[config.mk]
export PLATFORM = sky130hd
export DESIGN_NAME = quad_fold_rotator
export DESIGN_NICKNAME = d
export VERILOG_FILES = /design/src/rtl/quad_fold_pkg.sv /design/src/rtl/quad_fold_ctrl.sv /design/src/rtl/quad_fold_datapath.sv /design/src/rtl/quad_fold_rotator.sv
export SDC_FILE = /design/constraint.sdc
export NUM_CORES = 1
export LEC_CHECK = 0
export ABC_AREA = 0
export CAP_MARGIN = 20
export CORE_ASPECT_RATIO = 0.5
export CORE_UTILIZATION = 48
export DETAILED_ROUTE_END_ITERATION = 7
export PLACE_DENSITY = 0.85
export REMOVE_ABC_BUFFERS = 1
export SLEW_MARGIN = 15
export SYNTH_ARGS = -nofsm -noshare
export SYNTH_HDL_FRONTEND = slang
export SYNTH_SLANG_ARGS = --single-unit
[constraint.sdc]
create_clock -name clk -period 3.1 [get_ports clk]
set_clock_uncertainty 0.15 [all_clocks]
set_input_delay 0.31 -clock clk [delete_from_list [all_inputs] [get_ports clk]]
set_output_delay 0.31 -clock clk [all_outputs]
set_load 0.05 [all_outputs]
[src/rtl/quad_fold_pkg.sv]
package quad_fold_pkg;

  // Correction record carried alongside the engine
  typedef struct packed {
    logic live;   // slot holds a real sample
    logic flip;   // sample was folded
    logic vec;    // sample is a vectoring sample
    logic yNeg;   // original ordinate was negative
  } foldTag_t;

  // Strobes from control to datapath
  typedef struct packed {
    logic     preLoad;
    logic     postLoad;
    foldTag_t postTag;
  } foldStrobe_t;

endpackage

[src/rtl/quad_fold_ctrl.sv]
module quad_fold_ctrl
  import quad_fold_pkg::*;
#(
  parameter int ENG_LAT = 5
) (
  input  logic        clk,
  input  logic        rstN,
  input  logic        inValid,
  input  logic        fromEngValid,
  input  foldTag_t    preTag,
  output foldStrobe_t strb,
  output logic        toEngValid,
  output logic        outValid
);

  // stage 0 sits beside the fold registers, stage ENG_LAT meets the engine result
  foldTag_t tagPipe [ENG_LAT+1];

  always_ff @(posedge clk or negedge rstN) begin
    if (!rstN) begin
      tagPipe[0] <= '0;
      toEngValid <= 1'b0;
      outValid   <= 1'b0;
    end else begin
      tagPipe[0] <= preTag;
      toEngValid <= inValid;
      outValid   <= fromEngValid;
    end
  end

  for (genvar s = 1; s <= ENG_LAT; s++) begin : g_tagDelay
    always_ff @(posedge clk or negedge rstN) begin
      if (!rstN) tagPipe[s] <= '0;
      else       tagPipe[s] <= tagPipe[s-1];
    end
  end

  always_comb begin
    strb.preLoad  = inValid;
    strb.postLoad = fromEngValid;
    strb.postTag  = tagPipe[ENG_LAT];
  end

endmodule

[src/rtl/quad_fold_datapath.sv]
module quad_fold_datapath
  import quad_fold_pkg::*;
#(
  parameter int W = 10
) (
  input  logic               clk,
  input  logic               rstN,
  input  foldStrobe_t        strb,
  input  logic               inVector,
  input  logic signed [W-1:0] inX,
  input  logic signed [W-1:0] inY,
  input  logic signed [W-1:0] inA,
  input  logic signed [W-1:0] fromEngX,
  input  logic signed [W-1:0] fromEngY,
  input  logic signed [W-1:0] fromEngA,
  output foldTag_t           preTag,
  output logic signed [W-1:0] toEngX,
  output logic signed [W-1:0] toEngY,
  output logic signed [W-1:0] toEngA,
  output logic signed [W-1:0] outX,
  output logic signed [W-1:0] outY,
  output logic signed [W-1:0] outA
);

  localparam logic signed [W-1:0] PI_V   = W'(2**(W-2));
  localparam logic signed [W-1:0] HALF_V = W'(2**(W-3));

  logic signed [W-1:0] foldX, foldY, foldA;
  logic signed [W-1:0] fixX, fixY, fixA;
  logic aboveHalf, belowHalf;

  // fold into the engine's half plane
  always_comb begin
    aboveHalf   = inA > HALF_V;
    belowHalf   = inA < -HALF_V;
    preTag.live = strb.preLoad;
    preTag.vec  = inVector;
    preTag.yNeg = inY[W-1];
    foldX = inX;
    foldY = inY;
    foldA = inA;
    if (inVector) begin
      preTag.flip = inX[W-1];
      if (inX[W-1]) begin
        foldX = -inX;
        foldY = -inY;
      end
    end else begin
      preTag.flip = aboveHalf | belowHalf;
      if (aboveHalf)      foldA = inA - PI_V;
      else if (belowHalf) foldA = inA + PI_V;
    end
  end

  // undo the fold on the engine result
  always_comb begin
    fixX = fromEngX;
    fixY = fromEngY;
    fixA = fromEngA;
    if (strb.postTag.flip) begin
      if (strb.postTag.vec) begin
        fixA = strb.postTag.yNeg ? fromEngA - PI_V : fromEngA + PI_V;
      end else begin
        fixX = -fromEngX;
        fixY = -fromEngY;
      end
    end
  end

  always_ff @(posedge clk or negedge rstN) begin
    if (!rstN) begin
      toEngX <= '0; toEngY <= '0; toEngA <= '0;
      outX   <= '0; outY   <= '0; outA   <= '0;
    end else begin
      if (strb.preLoad) begin
        toEngX <= foldX; toEngY <= foldY; toEngA <= foldA;
      end
      if (strb.postLoad) begin
        outX <= fixX; outY <= fixY; outA <= fixA;
      end
    end
  end

endmodule

[src/rtl/quad_fold_rotator.sv]
module quad_fold_rotator
  import quad_fold_pkg::*;
#(
  parameter int W       = 10,
  parameter int ENG_LAT = 5
) (
  input  logic               clk,
  input  logic               rstN,
  input  logic               inValid,
  input  logic               inVector,
  input  logic signed [W-1:0] inX,
  input  logic signed [W-1:0] inY,
  input  logic signed [W-1:0] inA,
  output logic               toEngValid,
  output logic signed [W-1:0] toEngX,
  output logic signed [W-1:0] toEngY,
  output logic signed [W-1:0] toEngA,
  input  logic               fromEngValid,
  input  logic signed [W-1:0] fromEngX,
  input  logic signed [W-1:0] fromEngY,
  input  logic signed [W-1:0] fromEngA,
  output logic               outValid,
  output logic signed [W-1:0] outX,
  output logic signed [W-1:0] outY,
  output logic signed [W-1:0] outA
);

  foldStrobe_t strb;
  foldTag_t    preTag;

  quad_fold_ctrl #(.ENG_LAT(ENG_LAT)) u_ctrl (
    .clk(clk), .rstN(rstN), .inValid(inValid), .fromEngValid(fromEngValid),
    .preTag(preTag), .strb(strb), .toEngValid(toEngValid), .outValid(outValid)
  );

  quad_fold_datapath #(.W(W)) u_dp (
    .clk(clk), .rstN(rstN), .strb(strb), .inVector(inVector),
    .inX(inX), .inY(inY), .inA(inA),
    .fromEngX(fromEngX), .fromEngY(fromEngY), .fromEngA(fromEngA),
    .preTag(preTag), .toEngX(toEngX), .toEngY(toEngY), .toEngA(toEngA),
    .outX(outX), .outY(outY), .outA(outA)
  );

endmodule

==> qor.txt, run 1 <==
Status - finished, final reports clean
CP delay by family, top - simple AND/OR/NAND/NOR gates
Layout cells sized above 1 - 10.1%
Nets@finish - 531
Design area - 5220 µm²
Final Hold Vio Count - 0
Placed cells - 539
Placed Area - 4890 µm²
Final setup viols - 0
Endpoint type of the worst setup path - flip-flop
Pin count of the biggest net entering global routing - 81
Vias post-DR - 2,840
CP arrival - 2340 ps
Clk root buf - clkbuf_16
Worst path bufs/invs - 1
Most common cell after layout, fill and taps aside - clkdlybuf4s50_1
Max-cap violation count - 0
Synth warn - 0
Clock-pin transition on the worst setup and hold timing paths - 60 ps
Pwr per Cell Area - 602 nW/µm²
Wire length per cell - 15.2 µm
Area share of the largest cell type after synthesis - 56.2%
Post-route insts no fill - 557
Post-synth cell types - 32
DP Wirelength - 5.64 mm
Mapped Area - 3560 µm²
Initial core utilization - 51.5%
Die area - 7790 µm²
Worst skew pair latency - 330 ps
Worst-margin pin slew - 770 ps
Initial DRC Count - 152
Drt drc - 0
Area contributors post-synth - dfrtp_1, xnor2_1, a21oi_1
Max FO, Critical Path - 3
Hold depth - 0
Row cnt - 21
Slew HR - 48.7%
Startpoint Class - primary input
Clock sinks - 80
Tmin final - 2310 ps
Most frequent cells in the layout - clkdlybuf4s50_1, dfrtp_1, nor2_1
Leakage - 0.00216 µW
Maximum vdd drop - 0.318 mV
Cell Chain, Critical Path - clkdlybuf4s50_1, or4_1, or4_4, o31ai_2, xnor2_1, a21oi_1
Vias in the first global route - 2,881
Final period util - 74.7%
Tot GR Track Use - 23.6%
Hold slack - 199 ps
Worst r2r path cells - 4
CTS Buf Count - 9
Drt first pass iters - 5
RSZ-0062 raised after global routing - false
IO Count - 127
Setup TNS - 0 ps
Worst min-delay path class - reg -> reg
Detailed Route WL - 8.45 mm
Synth area leader - dfrtp_1
Seq/Total Area, Yosys - 56.2%
Layout area overhead - 46.6%
Port Buffers - 126
Worst Path Required - 3130 ps
Ant diodes - 0
CTS Buffer Depth - 2
Maximum operating frequency - 432 MHz
Syn avg cell area - 10.7 µm²
Postcts setup bufs - 0
First-pass GRT wire length - 13.9 mm
#FFs+latches synth - 80
CTS tree - done
Remaining Overflow, GRT - 0
Mapped Cells - 334
Crit Path Category - in -> reg
Core ar. - 6910 µm²
Die W - 124 µm
Critical path's largest stage delay - 550 ps
Gp weighted congestion - 0.859
H-tree Lvls - 3
Die height - 62.9 µm
Number of cells on the critical path - 6
DR vias/cell - 5.10
Final Max Slew Viols - 0
Crit path max-delay cell type - or4_1
ANT nets after route - 0
Initial antenna violation count - 0
per-stage QoR:
step / util (%) / total power, µW / setup WS, ps
2_1_floorplan: - / 1730 / 1070
3_3_place_gp: 70.7 / 2090 / 535
3_5_place_dp: 70.7 / 2100 / 478
4_1_cts: 75.0 / 3160 / 828
5_1_grt: 75.6 / 3280 / 725
6_report: 75.6 / 3140 / 785
synth_stat cells:
| master | count |
|---|---|
| nand3b_1 | 2 |
| o41ai_1 | 1 |
| a31oi_1 | 5 |
| a41oi_1 | 2 |
| a21o_1 | 1 |
| dfrtp_1 | 80 |
| o21ai_0 | 4 |
| or4_4 | 1 |
| xor2_1 | 4 |
| inv_1 | 18 |
| or3b_2 | 1 |
| o221a_2 | 1 |
| a21oi_1 | 49 |
| nor3b_1 | 2 |
| nor3_1 | 7 |
| clkbuf_1 | 15 |
| o31ai_1 | 1 |
| nor2_1 | 58 |
| and2_1 | 1 |
| ha_1 | 6 |
| xnor2_1 | 31 |
| nor4_1 | 4 |
| or4_1 | 3 |
| nor2b_1 | 2 |
| nand2b_1 | 3 |
| mux2_2 | 20 |
| mux2i_1 | 5 |
| o31ai_2 | 1 |
| nand2_1 | 3 |
| a311oi_1 | 1 |
| nand3_1 | 1 |
| buf_1 | 1 |
where the power goes:
group | switching, µW | internal (µW)
logic | 549 | 337
registers | 55.6 | 1150
clock network | 426 | 623
total | 1030 | 2110
area by class of cell:
class | instances | area [µm²]
well taps | 92 | 115
clock inverters | 7 | 71.3
inverters | 18 | 67.6
fillers | 491 | 1690
flip-flops and latches | 80 | 2000
multi-input cells | 220 | 1430
clock buffers | 9 | 225
repair buffers | 131 | 1310
cell families (layout without fill, tap and decap cells):
group	Yosys count	in the layout	synth area share [%]
and+or+nand+nor	88	88	11.3
DFF	80	80	56.2
adders and majority gates	6	6	2.11
muxes	25	25	7.73
AOI/OAI and AO/OA	66	66	10.4
buffers and inverters	34	165	3.58
xor gates and xnor gates	35	35	8.61
flip-flops by register name (all words and copies together) (netlist names):
name,cells
u_ctrl.tagPipe,15
u_ctrl.toEngValid,1
u_ctrl.outValid,1
u_dp.toEngA,10
u_dp.outX,10
u_dp.outA,10
u_dp.toEngX,10
u_ctrl.strb,3
u_dp.toEngY,10
u_dp.outY,10
worst paths after layout:
path                                   start                end  slack [ps]
min                        u_ctrl.tagPipe[9]  u_ctrl.tagPipe[5]         200
max in group asynchronous               rstN     u_dp.toEngX[1]        1930
max reg2reg                   u_ctrl.strb[1]       u_dp.outX[6]        1350
min in group asynchronous               rstN     u_dp.toEngA[7]         300
max                                   inA[2]     u_dp.toEngA[8]         790
min reg2reg                u_ctrl.tagPipe[9]  u_ctrl.tagPipe[5]         200
routing by layer:
layer	routed length, µm	up-vias	global-route usage (%)	share of wire, %
met2	4300	72	40.1	51
met3	383	13	6.84	4.5
met5	0	-	0	0
met4	173	0	7.68	2.0
met1	3590	1371	28.7	43
li1	-	1384	-	-
what timing repair did:
action,4_1_cts,5_1_grt
gates resized for setup,0,0
endpoints found under the hold margin,0,28
hold buffers,0,1
Power figures use the tool's default switching activity.
==> inputs of run 2 (changes only) <==
- CORE_UTILIZATION: 48 -> 45
- PLACE_DENSITY: 0.85 -> 0.8
- clock period: 3.1 -> 2.3 ns (I/O delays scaled with it)
==> run 2 against run 1 <==
Flip-flop and latch count unchanged. Largest power group unchanged. Clock power rose by 37%. Via count is 0.46% lower. Sequential share of layout area shrank 0.79 points. Utilization fell by 4.4 points. Sequential power rose by 34%. Final cell count grew 5.2%. Combinational power rose by 35%. First-iteration DRC count decreased by 20%.
==> qor.txt, run 2 (same netlist as run 1, synthesis figures left out) <==
Status - finished, final reports clean
Final period util - 92.7%
Die height - 64.9 µm
Worst r2r src - u_ctrl.strb[1]
Worst-margin pin slew - 691 ps
Clock sinks - 80
Drt drc - 0
Worst setup margin - 167 ps
R2R Setup Slk - 630 ps
Post-Place Worst Slack - -194 ps
Final Max Slew Viols - 0
Startpoint Class - primary input
Placed cells - 569
Final Hold Vio Count - 0
Hold depth - 1
Hold EP - u_ctrl.outValid
Gp weighted congestion - 0.823
Pin count of the biggest net entering global routing - 38
Initial core utilization - 47.6%
Setup TNS - 0 ps
Crit Path Category - in -> reg
Detailed Route WL - 8.13 mm
Postcts setup bufs - 0
Slew HR - 53.9%
Vias post-DR - 2,827
Most frequent cells in the layout - clkdlybuf4s50_1, dfrtp_1, nor2_1
Overall Power - 4270 µW
Most common cell after layout, fill and taps aside - clkdlybuf4s50_1
Max reg flops - 15
H-tree Lvls - 3
CTS Buf Count - 9
CTS Buffer Depth - 2
Worst r2r path cells - 4
Port Buffers - 126
Core ar. - 7490 µm²
Hold_sp - fromEngValid
Max FO, Critical Path - 3
Vias in the first global route - 2,759
Placed Area - 5010 µm²
Crit path launch - inA[1]
Die W - 128 µm
Clk root buf - clkbuf_16
Reg with most FFs - u_ctrl.tagPipe
Maximum vdd drop - 0.565 mV
IO Count - 127
Post-route insts no fill - 586
Max-cap violation count - 0
Initial DRC Count - 122
FF+latch area - 2000 µm²
Clock-pin transition on the worst setup and hold timing paths - 60 ps
Worst min-delay path class - in -> reg
Remaining Overflow, GRT - 0
Post-CTS sizing - 0
First-pass GRT wire length - 13.2 mm
Tmin final - 2130 ps
Worst Path Required - 2330 ps
Drt first pass iters - 4
ANT nets after route - 0
Worst skew pair latency - 330 ps
Maximum operating frequency - 469 MHz
Pwr per Cell Area - 801 nW/µm²
Tot GR Track Use - 20.7%
Design area - 5330 µm²
Crit Reg-Reg Endpoint - u_dp.outX[9]
Leakage - 0.00222 µW
RSZ-0062 raised after global routing - false
Ant diodes - 0
Wire length per cell - 13.9 µm
Critical path's largest stage delay - 530 ps
CP delay by family, top - simple AND/OR/NAND/NOR gates
Final setup viols - 0
Layout cells sized above 1 - 12.3%
Cell Chain, Critical Path - clkdlybuf4s50_1, or4_1, or4_4, o31ai_2, xnor2_1, a21oi_1
Multi-input gate area - 1430 µm²
Filler cell count - 574
Endpoint type of the worst setup path - flip-flop
CTS tree - done
Worst path bufs/invs - 1
Layout area overhead - 49.7%
Row cnt - 22
Nets@finish - 544
Crit path max-delay cell type - or4_1
Initial antenna violation count - 0
CP arrival - 2160 ps
DR vias/cell - 4.82
Die area - 8290 µm²
DP Wirelength - 5.96 mm
-- run 2: cell count changes in the layout (fill, tap and decap cells not counted) --
cell,change
clkbuf_1,+1
buf_4,+14
clkbuf_8,+2
inv_6,-1
buf_16,-1
clkinv_2,-2
-- run 2: stage by stage --
step | utilization (%) | hold WS (ps)
after floorplan | - | -216
after global placement | 66.9 | 61.5
after detailed placement | 66.9 | 63.6
after CTS | 71.2 | 186
after global routing | 71.2 | 203
final | 71.2 | 190
-- run 2: how the worst max path moves through the flow --
| stage | to | slack [ps] | cells after the start |
|---|---|---|---|
| after floorplan | u_dp.toEngA[8] | 350 | 5 |
| after global placement | u_dp.toEngA[8] | -150 | 6 |
| after detailed placement | u_dp.toEngA[8] | -190 | 6 |
| after CTS | u_dp.toEngA[8] | 160 | 6 |
| after global routing | u_dp.toEngA[8] | 100 | 6 |
| final | u_dp.toEngA[8] | 170 | 6 |
-- run 2: repair_timing --
item                       CTS  global route
hold endpoints to repair    34             0
setup endpoints to repair    0             0
hold buffers                 1             0
-- run 2: layer usage --
metal	GRT usage, %	share of wire (%)
met1	25.3	45
met2	36.6	49
met3	5.53	4.8
met4	4.85	1.0
met5	0	0
-- run 2: power breakdown --
group	total (µW)	switching [µW]	internal (µW)
Sequential	1620	71.7	1550
Combinational	1200	737	464
Clock	1440	544	900
-- run 2: area by class of cell --
class | instances | share of cell area, %
clock buffer | 12 | 4.81
clock inverter | 4 | 0.986
inverter | 18 | 1.27
multi-input combinational | 220 | 26.8
sequential | 80 | 37.5
tap | 108 | 2.53
timing repair buffer | 144 | 26.0
